===== config.mk =====
export PLATFORM = sky130hd
export DESIGN_NAME = pbus_arbiter
export DESIGN_NICKNAME = d
export VERILOG_FILES = /design/src/rtl/pbus_arbiter.sv
export SDC_FILE = /design/constraint.sdc
export NUM_CORES = 1
export LEC_CHECK = 0
export BUFFER_PORTS_ARGS = -buffer_cell sky130_fd_sc_hd__buf_2
export CORE_UTILIZATION = 49
export CTS_CLUSTER_DIAMETER = 150
export DETAILED_ROUTE_END_ITERATION = 12
export GPL_ROUTABILITY_DRIVEN = 0
export MAX_ROUTING_LAYER = met4
export PLACE_DENSITY = 0.87
export SETUP_SLACK_MARGIN = 0.15
export SYNTH_ARGS = -nofsm -noshare
export SYNTH_HDL_FRONTEND = slang
export SYNTH_SLANG_ARGS = --single-unit

===== constraint.sdc =====
create_clock -name clk -period 13.8 [get_ports clk]
set_clock_uncertainty 0.2 [all_clocks]
set_input_delay 1.38 -clock clk [delete_from_list [all_inputs] [get_ports clk]]
set_output_delay 1.38 -clock clk [all_outputs]
set_load 0.01 [all_outputs]

===== src/rtl/pbus_arbiter.sv =====
module pbus_arbiter #(
  parameter int NM   = 3,
  parameter int NS   = 4,
  parameter int AW   = 12,
  parameter int DW   = 16,
  parameter int PW   = 2,
  parameter int LW   = 4,
  parameter int WINB = 9
) (
  input  logic             clk,
  input  logic             rst_n,
  input  logic [NM-1:0]    req_post,
  input  logic [NM*PW-1:0] req_prio,
  input  logic [NM*AW-1:0] req_addr,
  input  logic [NM-1:0]    req_write,
  input  logic [NM*LW-1:0] req_len,
  input  logic [NM-1:0]    req_lock,
  input  logic [NM*DW-1:0] req_wdata,
  output logic [NM-1:0]    mst_busy,
  output logic [NM-1:0]    mst_grant,
  output logic [NM-1:0]    mst_ack,
  output logic [NM-1:0]    mst_done,
  output logic             mst_err,
  output logic [DW-1:0]    mst_rdata,
  output logic [NM*2-1:0]  mst_lock_st,
  output logic [NS-1:0]    slv_sel,
  output logic [AW-1:0]    slv_addr,
  output logic             slv_write,
  output logic [DW-1:0]    slv_wdata,
  input  logic [NS-1:0]    slv_ready,
  input  logic [NS*DW-1:0] slv_rdata
);
  localparam int IW  = AW - WINB;
  localparam int MIW = (NM > 1) ? $clog2(NM) : 1;
  localparam int KW  = PW + 2;

  typedef enum logic [1:0] {LK_NO = 2'd0, LK_SET = 2'd1, LK_GR = 2'd2} lk_t;

  logic [NM-1:0]  act, wr, lkok;
  logic [PW-1:0]  prio [NM];
  logic [AW-1:0]  addr [NM];
  logic [LW-1:0]  left [NM];
  lk_t            lk   [NM];
  logic           cur_v, lh;
  logic [MIW-1:0] cur, lh_m;
  logic [PW-1:0]  lh_p;

  logic [IW-1:0]  sidx;
  logic           hit, miss, fin, last, arb;
  logic           lh_e;
  logic [MIW-1:0] lhm_e, win;
  logic [PW-1:0]  lhp_e;
  logic           win_v;
  logic [NM-1:0]  take, c_act, c_lk, c_ok;
  logic [PW-1:0]  c_p [NM];
  logic [KW-1:0]  key, wkey;

  assign slv_addr = addr[cur];
  assign sidx     = slv_addr[AW-1:WINB];
  assign hit      = {1'b0, sidx} < (IW+1)'(NS);
  assign miss     = cur_v && !hit;
  assign fin      = cur_v && (miss || |(slv_sel & slv_ready));
  assign last     = left[cur] == '0;
  assign arb      = !cur_v || (fin && (last || lk[cur] != LK_GR));
  assign mst_err  = miss;
  assign mst_busy = act;
  assign mst_ack  = fin ? mst_grant : '0;
  assign mst_done = last ? mst_ack : '0;

  for (genvar s = 0; s < NS; s++) begin : g_sel
    assign slv_sel[s] = cur_v && hit && (sidx == IW'(s));
  end

  for (genvar m = 0; m < NM; m++) begin : g_mst
    assign mst_grant[m]         = cur_v && (cur == MIW'(m));
    assign mst_lock_st[m*2 +: 2] = lk[m];
  end

  always_comb begin
    mst_rdata = '0;
    for (int s = 0; s < NS; s++)
      if (slv_sel[s]) mst_rdata = slv_rdata[s*DW +: DW];
    slv_wdata = '0;
    slv_write = 1'b0;
    for (int m = 0; m < NM; m++)
      if (mst_grant[m]) begin
        slv_wdata = req_wdata[m*DW +: DW];
        slv_write = wr[m];
      end
  end

  always_comb begin
    lh_e  = (fin && last) ? (lk[cur] == LK_GR) : lh;
    lhm_e = (fin && last) ? cur : lh_m;
    lhp_e = (fin && last) ? prio[cur] : lh_p;
    win_v = 1'b0;
    win   = '0;
    wkey  = '0;
    for (int m = 0; m < NM; m++) begin
      take[m] = req_post[m] && (!act[m] || (fin && last && cur == MIW'(m)));
      if (take[m]) begin
        c_act[m] = 1'b1;
        c_p[m]   = req_prio[m*PW +: PW];
        c_lk[m]  = req_lock[m];
        c_ok[m]  = req_lock[m];
      end else begin
        c_act[m] = act[m] && !(fin && last && cur == MIW'(m));
        c_p[m]   = prio[m];
        c_lk[m]  = lk[m] != LK_NO;
        c_ok[m]  = lkok[m];
      end
      key = {c_p[m],
             cur_v && cur == MIW'(m) && !take[m],
             lh_e && lhm_e == MIW'(m) && c_lk[m] && c_p[m] == lhp_e};
      if (c_act[m] && (!win_v || key > wkey)) begin
        win_v = 1'b1;
        win   = MIW'(m);
        wkey  = key;
      end
    end
  end

  always_ff @(negedge clk or negedge rst_n) begin
    if (!rst_n) begin
      act   <= '0;
      wr    <= '0;
      lkok  <= '0;
      cur_v <= 1'b0;
      cur   <= '0;
      lh    <= 1'b0;
      lh_m  <= '0;
      lh_p  <= '0;
      for (int m = 0; m < NM; m++) begin
        prio[m] <= '0;
        addr[m] <= '0;
        left[m] <= '0;
        lk[m]   <= LK_NO;
      end
    end else begin
      if (fin) begin
        if (!last) begin
          left[cur] <= left[cur] - 1'b1;
          addr[cur] <= addr[cur] + 1'b1;
        end else begin
          act[cur] <= 1'b0;
          lk[cur]  <= (lk[cur] == LK_GR) ? LK_SET : LK_NO;
          lh       <= lk[cur] == LK_GR;
          lh_m     <= cur;
          lh_p     <= prio[cur];
        end
      end
      for (int m = 0; m < NM; m++)
        if (take[m]) begin
          act[m]  <= 1'b1;
          prio[m] <= req_prio[m*PW +: PW];
          addr[m] <= req_addr[m*AW +: AW];
          wr[m]   <= req_write[m];
          left[m] <= req_len[m*LW +: LW];
          lk[m]   <= req_lock[m] ? LK_SET : LK_NO;
          lkok[m] <= req_lock[m];
        end
      if (arb) begin
        cur_v <= win_v;
        if (win_v) cur <= win;
        for (int m = 0; m < NM; m++)
          if (c_act[m]) begin
            if (win_v && win == MIW'(m))
              lk[m] <= c_lk[m] ? (c_ok[m] ? LK_GR : LK_SET) : LK_NO;
            else
              lkok[m] <= 1'b0;
          end
      end
    end
  end
endmodule


==> metrics.yaml <==
run_status: "completed"
worst_skew_pair.late_latency_ns: 0.35
critPathLaunchType: "input pin"
grt.total_usage_pct: 35.5
grt_pass1_wl_um: 31400
grt_pass1_vias: 6088
reg2reg_to: "mst_lock_st[0]"
pin_count: 249
ff2ff_setup_slack_ns: 6.42
core_sq_um: 11400
num_rows: 39
ys_types: 71
reg2reg_depth: 30
drc: 0
yosysWarnings: 0
initial_core_util_pct: 50.4
ys.flop_type: "dfrtn_1"
numCtsBuffers: 9
post_cts_buffers: 0
final_common_cell: "buf_2"
synthArstFlopShare_pct: 100
setup_violations: 0
postRouteAntennaNets: 0
dieHeight_um: 110
syn_avg_cell_area_sq_um: 8.90
hpwl_um: 15400
portBuffers: 248
syn_nets: 839
hp-class: "flip-flop to flip-flop"
crit_fanout: 11
cap_violations: 0
hold_buffers: 0
p_leak_nw: 3.51
synth-seq-area-share_pct: 33.5
wl_per_cell_um: 20.3
drt_iter0_drc: 899
fin_setup_tns_ns: 0
arrival_ns: 6.42
synth.cell_area_sq_um: 5760
ys_seq_elements: 77
hold_depth: 2
fp.dieW_um: 110
cts_tree: "built"
clk_pin_slew_ns: 0.05
cts_buffer_depth: 2
criticalPathCategory: "input pin to flip-flop"
slew_headroom_pct: 21.8
finalHoldViolCount: 0
fin_util_pct: 64.6
die-area_sq_um: 12200
ir_drop_mv: 0.127
grt_max_degree: 78
synth_edf_count: 0
worstPathRequired_ns: 6.88
worstHoldStart: "wr[2]"
grt_overflow: 0
firstDrtPassIters: 9
power_density_nw_per_um2: 298
drive_above_1_share_pct: 36.1
nNetsFinal: 1063
htree_num_levels: 3
tightestPinTransition_ns: 1.17
routed_wl_um: 20700
r2r_start: "cur[0]"
cp-end-kind: "flip-flop"
hold_end: "wr[2]"
area_growth_pct: 28.1
vias: 6399
most-common-layout-cells: "buf_2, dfrtn_1, nand2_1"
rsz0062_at_grt: "no"
cts_sinks: 77
via_per_inst: 6.26
antenna_found_initial: 1
syn_inst: 647
drv_slew: 0
cts-root-buf: "clkbuf_16"
[kinds of logic after synthesis]
| logic type | after synthesis | synth area share, % |
|---|---|---|
| compound gates | 206 | 24.3 |
| xor+xnor | 15 | 2.28 |
| fa+ha+maj | 11 | 2.39 |
| buf+inv | 60 | 4.57 |
| flops | 77 | 33.5 |
| mux | 65 | 15.0 |
| simple gates | 213 | 17.9 |
[timing repair]
action,4_1_cts,5_1_grt
endpoints found under the hold margin,0,0
endpoints found under the setup margin,0,1
gates resized for setup,0,2
[stage by stage]
step | total power [mW] | instances | setup WS, ns | cell area [sq um] | hold WS (ns)
6_report | 2.19 | 1022 | 0.464 | 7370 | 0.246
5_1_grt | 2.36 | 1020 | 0.153 | 7370 | 0.268
4_1_cts | 2.16 | 1019 | 0.531 | 7360 | 0.243
3_5_place_dp | 1.90 | 1003 | 0.166 | 7050 | 0.231
3_3_place_gp | 1.86 | 1003 | 0.392 | 7050 | 0.217
2_1_floorplan | 1.49 | 647 | 0.714 | 5760 | 0.202
[metal layers]
layer / part of all wire [%] / wire length (um) / track usage, % / vias up
li1: - / - / - / 2856
met2: 47 / 9650 / 56.1 / 481
met4: 5.7 / 1170 / 20.6 / 0
met1: 37 / 7710 / 42.2 / 2958
met3: 11 / 2210 / 7.17 / 104
met5: 0 / 0 / - / -
[report_power, final]
| group | total (mW) | switching [mW] | leakage (nW) | internal [mW] |
|---|---|---|---|---|
| registers | 0.415 | 0.0753 | 0.965 | 0.340 |
| logic | 1.53 | 0.909 | 2.40 | 0.619 |
| clock network | 0.251 | 0.103 | 0.152 | 0.148 |
[flip-flops by register name, summed over array words and instances, names as in the netlist]
register / flops
addr: 36
mst_lock_st: 6
mst_busy: 3
wr: 3
left: 12
lh_m: 2
cur: 2
lh_p: 2
cur_v: 1
prio: 6
lh: 1
lkok: 3
[worst max-delay path, stage by stage]
cell	delay [ns]
buf_2	0.09
and3b_1	0.16
a211oi_1	0.05
a2111o_2	0.57
a31oi_4	0.45
mux2i_2	0.39
and3_1	0.20
o21ai_1	0.07
o21ba_2	0.26
ha_1	0.14
nor2b_1	0.04
o21ai_0	0.14
nand2b_1	0.07
a21oi_1	0.14
a41oi_1	0.06
o22ai_2	0.15
buf_4	0.19
o21ai_0	0.09
o22ai_1	0.17
ha_1	0.18
nor2b_1	0.04
o21ai_0	0.21
nand2b_1	0.09
a21oi_1	0.15
a41o_1	0.20
nor2_1	0.12
nor3b_2	0.25
mux2_1	0.34
[worst max-delay path by stage]
stage | startpoint | to | cells past startpoint
global route | slv_ready[2] | mst_lock_st[0] | 28
global placement | slv_ready[2] | mst_lock_st[0] | 28
detailed placement | slv_ready[2] | mst_lock_st[0] | 28
finish | slv_ready[2] | mst_lock_st[0] | 28
CTS | slv_ready[2] | mst_lock_st[0] | 28
floorplan | slv_ready[2] | mst_lock_st[0] | 29
[synthesized netlist by cell type, types with 4 or more instances]
library cell | instances | area (sq um)
dfrtn_1 | 77 | 1930
nand2_1 | 62 | 233
nor2_1 | 59 | 221
o21ai_0 | 59 | 295
mux2i_1 | 42 | 420
a21oi_1 | 38 | 190
a22oi_1 | 33 | 248
clkbuf_1 | 24 | 90.1
and2_1 | 18 | 113
nor3_1 | 17 | 85.1
mux4_2 | 16 | 360
inv_1 | 13 | 48.8
xnor2_1 | 13 | 114
buf_2 | 12 | 60.1
nand3_1 | 12 | 60.1
ha_1 | 11 | 138
o21a_1 | 11 | 82.6
nand4_1 | 7 | 43.8
nor2b_1 | 7 | 43.8
o211ai_1 | 7 | 52.6
a31oi_1 | 6 | 37.5
nand2b_1 | 6 | 37.5
a21o_1 | 5 | 37.5
and3_1 | 5 | 31.3
buf_1 | 5 | 18.8
nand3b_1 | 5 | 37.5
o21ai_1 | 5 | 25.0
o2bb2ai_1 | 5 | 43.8
a41oi_1 | 4 | 35.0
[area by class of cell]
cell class,count,area (sq um)
fillers,956,4050
multi-input cells,510,3570
flip-flops and latches,77,1930
repair buffers,258,1320
clock buffers,10,239
well taps,143,179
clock inverters,6,75.1
inverters,15,56.3
diodes,3,7.51
(Power assumes the default switching activity.)
